**config.mk**
```make
export PLATFORM = sky130hd
export DESIGN_NAME = tdm_slot_router
export DESIGN_NICKNAME = d
export VERILOG_FILES = /design/src/rtl/tdm_rtr_pkg.sv /design/src/rtl/tdm_slot_timer.sv /design/src/rtl/tdm_slot_table.sv /design/src/rtl/tdm_flit_stage.sv /design/src/rtl/tdm_xbar.sv /design/src/rtl/tdm_slot_router.sv
export SDC_FILE = /design/constraint.sdc
export NUM_CORES = 1
export LEC_CHECK = 0
export BUFFER_PORTS_ARGS = -buffer_cell sky130_fd_sc_hd__buf_2
export CORE_AREA = 5 5 168 250
export CTS_BUF_LIST = sky130_fd_sc_hd__clkbuf_4 sky130_fd_sc_hd__clkbuf_8
export CTS_CLUSTER_SIZE = 25
export DETAILED_ROUTE_END_ITERATION = 7
export DIE_AREA = 0 0 173 255
export GPL_TIMING_DRIVEN = 0
export SYNTH_ARGS = -nofsm -noshare
export SYNTH_HDL_FRONTEND = slang
export SYNTH_SLANG_ARGS = --single-unit
```
**constraint.sdc**
```tcl
create_clock -name clk_i -period 9.3 [get_ports clk_i]
set_input_delay 2.325 -clock clk_i [delete_from_list [all_inputs] [get_ports clk_i]]
set_output_delay 2.325 -clock clk_i [all_outputs]
set_load 0.005 [all_outputs]
```
**src/rtl/tdm_rtr_pkg.sv**
```systemverilog
package tdm_rtr_pkg;
  function automatic int unsigned idx_w(input int unsigned n);
    return (n > 1) ? $clog2(n) : 1;
  endfunction
endpackage

```
**src/rtl/tdm_slot_timer.sv**
```systemverilog
module tdm_slot_timer #(
  parameter int unsigned N_SLOTS     = 8,
  parameter int unsigned SLOT_CYCLES = 1,
  parameter int unsigned SLOT_W      = 3
) (
  input  logic              clk_i,
  input  logic              rst_ni,
  output logic [SLOT_W-1:0] slot_o,
  output logic              slot_end_o
);
  localparam int unsigned CYC_W = tdm_rtr_pkg::idx_w(SLOT_CYCLES);

  logic [SLOT_W-1:0] slot_q;
  logic              slot_last;

  generate
    if (SLOT_CYCLES == 1) begin : g_single
      assign slot_end_o = 1'b1;
    end else begin : g_multi
      logic [CYC_W-1:0] cyc_q;
      assign slot_end_o = (cyc_q == CYC_W'(SLOT_CYCLES - 1));
      always_ff @(posedge clk_i or negedge rst_ni) begin
        if (!rst_ni)         cyc_q <= '0;
        else if (slot_end_o) cyc_q <= '0;
        else                 cyc_q <= cyc_q + 1'b1;
      end
    end
  endgenerate

  assign slot_last = (slot_q == SLOT_W'(N_SLOTS - 1));

  always_ff @(posedge clk_i or negedge rst_ni) begin
    if (!rst_ni)         slot_q <= '0;
    else if (slot_end_o) slot_q <= slot_last ? '0 : slot_q + 1'b1;
  end

  assign slot_o = slot_q;
endmodule

```
**src/rtl/tdm_slot_table.sv**
```systemverilog
module tdm_slot_table #(
  parameter int unsigned N_SLOTS = 8,
  parameter int unsigned N_OUT   = 4,
  parameter int unsigned SLOT_W  = 3,
  parameter int unsigned OPORT_W = 2,
  parameter int unsigned IPORT_W = 2
) (
  input  logic                     clk_i,
  input  logic                     rst_ni,
  input  logic                     slot_end_i,
  input  logic [SLOT_W-1:0]        rd_slot_i,
  input  logic                     cfg_we_i,
  input  logic [SLOT_W-1:0]        cfg_slot_i,
  input  logic [OPORT_W-1:0]       cfg_port_i,
  input  logic                     cfg_en_i,
  input  logic [IPORT_W-1:0]       cfg_sel_i,
  output logic [N_OUT-1:0]         ent_en_o,
  output logic [N_OUT*IPORT_W-1:0] ent_sel_o
);
  localparam int unsigned ENT_W  = IPORT_W + 1;
  localparam int unsigned N_ENT  = N_SLOTS * N_OUT;

  logic [N_ENT*ENT_W-1:0] act_flat;

  // shadow takes writes at once; routing copy follows at slot boundaries
  for (genvar s = 0; s < N_SLOTS; s++) begin : g_slot
    for (genvar o = 0; o < N_OUT; o++) begin : g_out
      localparam int unsigned K = s * N_OUT + o;
      logic             hit;
      logic [ENT_W-1:0] shd_q, shd_d, act_q;

      assign hit   = cfg_we_i && (cfg_slot_i == SLOT_W'(s)) && (cfg_port_i == OPORT_W'(o));
      assign shd_d = hit ? {cfg_en_i, cfg_sel_i} : shd_q;

      always_ff @(posedge clk_i or negedge rst_ni) begin
        if (!rst_ni) begin
          shd_q <= '0;
          act_q <= '0;
        end else begin
          shd_q <= shd_d;
          if (slot_end_i) act_q <= shd_d;
        end
      end

      assign act_flat[K*ENT_W +: ENT_W] = act_q;
    end
  end

  for (genvar o = 0; o < N_OUT; o++) begin : g_rd
    logic [ENT_W-1:0] ent;
    always_comb begin
      ent = '0;
      for (int s = 0; s < N_SLOTS; s++)
        if (rd_slot_i == SLOT_W'(s)) ent = act_flat[(s*N_OUT+o)*ENT_W +: ENT_W];
    end
    assign ent_en_o[o]                    = ent[IPORT_W];
    assign ent_sel_o[o*IPORT_W +: IPORT_W] = ent[IPORT_W-1:0];
  end
endmodule

```
**src/rtl/tdm_flit_stage.sv**
```systemverilog
module tdm_flit_stage #(
  parameter int unsigned N_IN   = 4,
  parameter int unsigned DATA_W = 32
) (
  input  logic                   clk_i,
  input  logic                   rst_ni,
  input  logic                   capture_i,
  input  logic [N_IN-1:0]        in_valid_i,
  input  logic [N_IN*DATA_W-1:0] in_data_i,
  output logic [N_IN-1:0]        flit_valid_o,
  output logic [N_IN*DATA_W-1:0] flit_data_o
);
  for (genvar i = 0; i < N_IN; i++) begin : g_in
    always_ff @(posedge clk_i or negedge rst_ni) begin
      if (!rst_ni) begin
        flit_valid_o[i]                 <= 1'b0;
        flit_data_o[i*DATA_W +: DATA_W] <= '0;
      end else if (capture_i) begin
        flit_valid_o[i]                 <= in_valid_i[i];
        flit_data_o[i*DATA_W +: DATA_W] <= in_data_i[i*DATA_W +: DATA_W];
      end
    end
  end
endmodule

```
**src/rtl/tdm_xbar.sv**
```systemverilog
module tdm_xbar #(
  parameter int unsigned N_IN    = 4,
  parameter int unsigned N_OUT   = 4,
  parameter int unsigned DATA_W  = 32,
  parameter int unsigned IPORT_W = 2
) (
  input  logic [N_OUT-1:0]         ent_en_i,
  input  logic [N_OUT*IPORT_W-1:0] ent_sel_i,
  input  logic [N_IN-1:0]          flit_valid_i,
  input  logic [N_IN*DATA_W-1:0]   flit_data_i,
  output logic [N_OUT-1:0]         out_valid_o,
  output logic [N_OUT*DATA_W-1:0]  out_data_o
);
  for (genvar o = 0; o < N_OUT; o++) begin : g_out
    logic [IPORT_W-1:0] sel;
    assign sel = ent_sel_i[o*IPORT_W +: IPORT_W];
    always_comb begin
      out_valid_o[o]                 = 1'b0;
      out_data_o[o*DATA_W +: DATA_W] = '0;
      for (int i = 0; i < N_IN; i++) begin
        if (ent_en_i[o] && sel == IPORT_W'(i) && flit_valid_i[i]) begin
          out_valid_o[o]                 = 1'b1;
          out_data_o[o*DATA_W +: DATA_W] = flit_data_i[i*DATA_W +: DATA_W];
        end
      end
    end
  end
endmodule

```
**src/rtl/tdm_slot_router.sv**
```systemverilog
module tdm_slot_router #(
  parameter  int unsigned N_IN        = 4,
  parameter  int unsigned N_OUT       = 4,
  parameter  int unsigned DATA_W      = 32,
  parameter  int unsigned N_SLOTS     = 8,
  parameter  int unsigned SLOT_CYCLES = 1,
  localparam int unsigned SLOT_W      = tdm_rtr_pkg::idx_w(N_SLOTS),
  localparam int unsigned OPORT_W     = tdm_rtr_pkg::idx_w(N_OUT),
  localparam int unsigned IPORT_W     = tdm_rtr_pkg::idx_w(N_IN)
) (
  input  logic                    clk_i,
  input  logic                    rst_ni,
  input  logic [N_IN-1:0]         in_valid_i,
  input  logic [N_IN*DATA_W-1:0]  in_data_i,
  output logic [N_OUT-1:0]        out_valid_o,
  output logic [N_OUT*DATA_W-1:0] out_data_o,
  input  logic                    cfg_we_i,
  input  logic [SLOT_W-1:0]       cfg_slot_i,
  input  logic [OPORT_W-1:0]      cfg_port_i,
  input  logic                    cfg_en_i,
  input  logic [IPORT_W-1:0]      cfg_sel_i
);
  logic [SLOT_W-1:0]        slot_q;
  logic                     slot_end;
  logic [N_OUT-1:0]         ent_en;
  logic [N_OUT*IPORT_W-1:0] ent_sel;
  logic [N_IN-1:0]          flit_valid;
  logic [N_IN*DATA_W-1:0]   flit_data;

  tdm_slot_timer #(
    .N_SLOTS(N_SLOTS), .SLOT_CYCLES(SLOT_CYCLES), .SLOT_W(SLOT_W)
  ) u_timer (
    .clk_i(clk_i), .rst_ni(rst_ni), .slot_o(slot_q), .slot_end_o(slot_end)
  );

  tdm_slot_table #(
    .N_SLOTS(N_SLOTS), .N_OUT(N_OUT), .SLOT_W(SLOT_W),
    .OPORT_W(OPORT_W), .IPORT_W(IPORT_W)
  ) u_table (
    .clk_i(clk_i), .rst_ni(rst_ni), .slot_end_i(slot_end), .rd_slot_i(slot_q),
    .cfg_we_i(cfg_we_i), .cfg_slot_i(cfg_slot_i), .cfg_port_i(cfg_port_i),
    .cfg_en_i(cfg_en_i), .cfg_sel_i(cfg_sel_i),
    .ent_en_o(ent_en), .ent_sel_o(ent_sel)
  );

  tdm_flit_stage #(
    .N_IN(N_IN), .DATA_W(DATA_W)
  ) u_flits (
    .clk_i(clk_i), .rst_ni(rst_ni), .capture_i(slot_end),
    .in_valid_i(in_valid_i), .in_data_i(in_data_i),
    .flit_valid_o(flit_valid), .flit_data_o(flit_data)
  );

  tdm_xbar #(
    .N_IN(N_IN), .N_OUT(N_OUT), .DATA_W(DATA_W), .IPORT_W(IPORT_W)
  ) u_xbar (
    .ent_en_i(ent_en), .ent_sel_i(ent_sel),
    .flit_valid_i(flit_valid), .flit_data_i(flit_data),
    .out_valid_o(out_valid_o), .out_data_o(out_data_o)
  );
endmodule

```
==> results.toml, run 1 <==
[synth]
synthFlopType = "dfrtp_1"
ys_ff_latch = 231
yosys_warnings = 0
synth_top_area_share = 0.4236
netlist_area_um2 = 13650
synth-seq-area-share = 0.4236
ys_top_cells_by_area = "dfrtp_1 (42%), mux2_2 (9.5%), nor3_1 (4.0%)"
synth_edf_count = 0
syn_inst = 1462
synth_nets = 1611
netlist-cell-type-count = 77
yosys.area.top_type = "dfrtp_1"
async_flop_share = 1.000
syn_avg_cell_area_um2 = 9.334

[worst_hold_path]
hold_class = "reg2reg"

[clock_tree]
cts_tree = "done"
clockBufferDepth = 3
htree_levels = 2
cts_made_buffers = 39
clock-root-buffer = "clkbuf_8"
path_clk_slew_ns = 0.06
ctsHoldBuffers = 0
cts_sinks = 231
clock_latency_ns = 0.56
postCtsSetupBuffers = 0
cts-resized-gates = 0

[layout]
num-nets-final = 1923
layout-drive-gt1-share = 0.3068
multi_input_area_um2 = 7064
area_growth_pct = 20.86
regArea_um2 = 5781
mostFrequentLayoutCells = "buf_2 (310), dfrtp_1 (231), nand2_1 (121)"
fillers = 4013
fin_area_um2 = 16490
layout_commonest_cell = "buf_2"

[place]
postPlaceCellArea_um2 = 15660
routabilityCongestion = 1.034
dpl.hpwl_um = 51350
portBuffers = 270

[global_routing]
grt_overflow_total = 0
grt_antenna_before_repair = 4
grt_pass1_vias = 14620
grt_pass1_wl_um = 98490
grt_usage = 0.2958
grt_max_degree = 122

[power]
leakage_uw = 0.007220
total_power_uw = 3066
power.density_nw_per_um2 = 185.9
ir_drop_v = 0.00008120

[floorplanning]
core_um2 = 39420
ioPinCount = 275
initial_core_util = 0.3462
die-area_um2 = 44120
row_count = 89
dieWidth_um = 173
die_h_um = 255

[sta]
finalSetupTns_ns = 0
drv_slew = 10
setup_viol = 0
rsz0062_at_grt = "no"
period_share = 0.7710
worst_slew_pin_slew_ns = 1.512
max_clock_freq_ghz = 0.1395
relSlewSlack = -0.01572
finalClockSkew_ns = 0.001085
period_needed_ns = 7.170
hold_viol = 0

[routing]
drt-initial-drc-count = 1903
vias_per_cell = 6.374
post_drt_wl_per_cell_um = 29.70
drt-pass1-iter-count = 8
wirelength_um = 68310
dr_total_vias = 14660
drc_errors = 0
antenna_left = 0

[status]
violations = "max-capacitance violations, max-slew violations"
status = "finished, violations left"

[setup_path]
cp-start-kind = "register"
worstPathMaxFanout = 10
worstSetupPathType = "reg2out"
crit_arrival_ns = 4.85
worstPathRequired_ns = 6.98
end_kind = "output port"

[flow_run]
cap_violations = 1
## where the power goes
group | internal (µW) | leakage [µW] | total [µW] | switching, µW
sequential | 1120 | 0.00280 | 1200 | 84.8
clock | 541 | 0.000440 | 987 | 446
combinational | 315 | 0.00398 | 878 | 563
total | 1970 | 0.00722 | 3070 | 1090
## flip-flops by register name, indices dropped and copies added, names as in the netlist
signal                      count
u_flits.flit_data_o           128
u_flits.flit_valid_o            4
u_table.g_slot.g_out.shd_q     96
u_timer.slot_o                  3
## final timing paths
kind / startpoint / endpoint / slack (ns) / cells after the start
worst max register to register: u_timer.slot_o[0] / u_timer.slot_o[0] / 7.49 / 5
max in group asynchronous: rst_ni / u_table.g_slot[4].g_out[2].shd_q[0] / 6.41 / 2
worst max-delay path: u_timer.slot_o[2] / out_data_o[54] / 2.13 / 13
worst min-delay path: u_table.g_slot[4].g_out[1].shd_q[0] / u_table.g_slot[4].g_out[1].shd_q[0] / 0.50 / 1
min in group asynchronous: rst_ni / u_flits.flit_valid_o[1] / 1.79 / 1
worst min register to register: u_table.g_slot[4].g_out[1].shd_q[0] / u_table.g_slot[4].g_out[1].shd_q[0] / 0.50 / 1
## logic make-up (layout without fill, tap and decap cells)
| group | Yosys count | in the layout | share of synthesized area |
|---|---|---|---|
| simple gates | 445 | 445 | 0.1537 |
| flops | 231 | 231 | 0.4236 |
| other cells | 0 | 1 | 0 |
| compound gates | 468 | 468 | 0.2491 |
| fa+ha+maj | 6 | 6 | 0.005501 |
| mux | 134 | 134 | 0.1094 |
| buf+inv | 178 | 515 | 0.05877 |
## cell usage after synthesis (all sizes together) (3+ instances only)
cell and n:
a221o 14, a211o 3, a22o 3, or2 4, a21o 4, mux2i 13, nand4 12, nand2 121
a221oi 17, a2bb2oi 14, a2bb2o 11, o2111ai 25, buf 59, nor3b 6, mux2 121, o22a 8
inv 30, ha 6, nor3 110, nor2b 13, a31oi 69, nand3 24, dfrtp 231, o21ai 62
o22ai 69, nand2b 19, o221ai 4, a211oi 35, o211ai 13, a22oi 23, nand3b 12, nor2 112
a21oi 74, nand4b 3, clkbuf 89
## metrics by stage
stage | std cells | worst slack [ns] | hold WS, ns | utilization
6_report | 2300 | 2.130 | 0.5012 | 0.4184
5_1_grt | 2300 | 2.066 | 0.5203 | 0.4184
4_1_cts | 2299 | 2.384 | 0.5002 | 0.4183
3_5_place_dp | 2233 | 3.035 | 0.4866 | 0.3973
3_3_place_gp | 2232 | 1.955 | 0.4790 | 0.3963
2_1_floorplan | 1462 | 4.279 | 0.4504 | -
## area by class of cell
type                            count  area share
Antenna cell                        1   0.0001517
Buffer                            148     0.04180
Multi-Input combinational cell   1053      0.4283
Sequential cell                   231      0.3505
Inverter                           30    0.006827
Clock buffer                       52     0.04150
Tap cell                          500     0.03793
Clock inverter                     14    0.008800
Timing Repair Buffer              271     0.08421
## per-layer routing
metal  GRT usage  share of wire
met3     0.06117          0.086
met5           0        0.00019
met4      0.2143          0.091
met1      0.3142           0.33
met2      0.5239           0.49
## worst max-delay path: stages (launching register included)
cell,delay (ns)
dfrtp_1,0.40
buf_6,0.15
inv_1,0.18
buf_2,0.32
ha_1,0.19
buf_2,0.21
buf_2,0.31
a22oi_1,0.15
a211oi_2,0.88
o21ai_0,0.38
clkbuf_1,0.37
o22ai_1,0.43
a22oi_1,0.14
buf_2,0.16
No activity file was read; power rests on OpenSTA's default activity.
==> run 2, diff against run 1 <==
==> constraint.sdc (replaced) <==
create_clock -name clk_i -period 6 [get_ports clk_i]
set_input_delay 1.5 -clock clk_i [delete_from_list [all_inputs] [get_ports clk_i]]
set_output_delay 1.5 -clock clk_i [all_outputs]
set_load 0.005 [all_outputs]
==> results.toml, run 2 (synthesized netlist as in run 1, its figures left out) <==
[clock_tree]
clock-root-buffer = "clkbuf_8"
clock_latency_ns = 0.56
cts_sinks = 231
htree_levels = 2
cts_made_buffers = 39
ctsHoldBuffers = 0
cts_tree = "done"
clockBufferDepth = 3
path_clk_slew_ns = 0.06

[status]
violations = "max-capacitance violations, max-slew violations"
status = "finished, violations left"

[setup_path]
crit_start = "u_timer.slot_o[2]"
crit_chain = "buf_6 -> inv_1 -> buf_2 -> ha_1 -> buf_2 -> or2_1 -> buf_2 -> a221oi_1 -> o221ai_1 -> nand3b_4 -> clkbuf_1 -> nor3_1 -> a211oi_1 -> buf_2"
end_kind = "output port"
worstPathRequired_ns = 4.50
critical_path_depth = 14
cp-endpoint = "out_data_o[30]"
critPathTopFamily = "buffers and inverters"
worstPathMaxFanout = 10
r2r_end = "u_timer.slot_o[0]"
r2r_slack_ns = 4.20
slowest_delay_ns = 0.70
crit_arrival_ns = 4.48
cpMostUsedCell = "buf_2"
worst-path-buf-inv = 7
worstSetupPathType = "reg2out"
cp-start-kind = "register"
crit_path_top_delay_cell = "clkbuf_1"
reg2reg_depth = 5
reg2reg_from = "u_timer.slot_o[0]"

[floorplanning]
die-area_um2 = 44120
die_h_um = 255
dieWidth_um = 173
initial_core_util = 0.3462
ioPinCount = 275
row_count = 89
core_um2 = 39420

[routing]
met3_wirelength_um = 5664
drc_errors = 0
post_drt_wl_per_cell_um = 29.52
m1WireLength_um = 22700
maxUsedRoutingLayer = "met5"
vias_per_cell = 6.276
drt-pass1-iter-count = 7
dr_total_vias = 14460
drt-initial-drc-count = 1972
wl_met2_um = 33450
antenna_left = 0
wirelength_um = 68020

[sta]
finalClockSkew_ns = 0.002641
relSlewSlack = -0.05838
timing.final.ws_setup_ns = 0.01678
setup_viol = 0
period_share = 0.9972
drv_slew = 10
worst_slew_pin_slew_ns = 1.575
rsz0062_at_grt = "yes"
hold_viol = 0
period_needed_ns = 5.983
max_clock_freq_ghz = 0.1671

[layout]
area_growth_pct = 21.36
largest_reg_flops = 128
regArea_um2 = 5781
final_util = 0.4201
reg_top3 = "u_flits.flit_data_o x128, u_table.g_slot.g_out.shd_q x96, u_flits.flit_valid_o x4"
fillers = 4009
mostFrequentLayoutCells = "buf_2 (310), dfrtp_1 (231), nand2_1 (121)"
top_register = "u_flits.flit_data_o"
fin_area_um2 = 16560
multi_input_area_um2 = 7087
layout_commonest_cell = "buf_2"
layout-drive-gt1-share = 0.3156
num-nets-final = 1927

[flow_run]
cap_violations = 1

[global_routing]
grt_pass1_vias = 14650
grt_antenna_before_repair = 4
grt_overflow_total = 0
grt_pass1_wl_um = 98410
grt_max_degree = 122
grt_usage = 0.2956

[place]
postPlaceCellArea_um2 = 15660
portBuffers = 270
routabilityCongestion = 1.034
dpl.hpwl_um = 51350
pre_cts_ws_ns = 0.5603

[power]
ir_drop_v = 0.0001275
leakage_uw = 0.007276
total_power_uw = 4764
power.density_nw_per_um2 = 287.6

[worst_hold_path]
hold_class = "reg2reg"
-- run 2: cell count changes in the layout (fill, tap and decap cells not counted), sizes merged --
cell	previous run	this run
buf	330	334
-- run 2: through the flow --
stage          cells  setup TNS (ns)  hold slack, ns
2_1_floorplan   1462               0          0.4504
4_1_cts         2299               0          0.5002
3_3_place_gp    2232         -111.05          0.4790
5_1_grt         2304        -0.02228          0.5203
6_report        2304               0          0.5002
3_5_place_dp    2233               0          0.4866
-- run 2: how the worst min path moves through the flow --
stage	startpoint	to	slack [ns]	depth (start not counted)
after CTS	u_table.g_slot[4].g_out[1].shd_q[0]	u_table.g_slot[4].g_out[1].shd_q[0]	0.50	1
after global routing	u_timer.slot_o[0]	u_timer.slot_o[0]	0.52	1
final	u_timer.slot_o[0]	u_timer.slot_o[0]	0.50	1
after floorplan	u_timer.slot_o[0]	u_timer.slot_o[0]	0.45	1
after global placement	u_timer.slot_o[0]	u_timer.slot_o[0]	0.48	1
after detailed placement	u_table.g_slot[4].g_out[1].shd_q[0]	u_table.g_slot[4].g_out[1].shd_q[0]	0.49	1
-- run 2: metal layers --
layer	track usage	vias to the layer above
met5	0	-
met4	0.2168	2
met3	0.06161	326
met2	0.5238	1028
met1	0.3124	6991
li1	-	6114
-- run 2: cell type report --
class,instances,share of cell area
buffer,147,0.04215
timing repair buffer,276,0.08612
inverter,30,0.006799
sequential,231,0.3490
antenna,1,0.0001511
multi-input combinational,1053,0.4279
clock buffer,52,0.04132
clock inverter,14,0.008763
tap,500,0.03777
-- run 2: repair_timing --
item                                   4_1_cts  5_1_grt
endpoints found under the hold margin        0        0
setup endpoints to repair                   20       58
pin swaps                                    0        2
resized for setup                            3       22
buffers inserted                             0        5
-- run 2: where the power goes --
| part | total [µW] | internal, µW | leakage (µW) | switching [µW] |
|---|---|---|---|---|
| Clock | 1530 | 838 | 0.000440 | 691 |
| Sequential | 1860 | 1730 | 0.00280 | 131 |
| Combinational | 1370 | 500 | 0.00404 | 873 |
| Total | 4760 | 3070 | 0.00728 | 1690 |
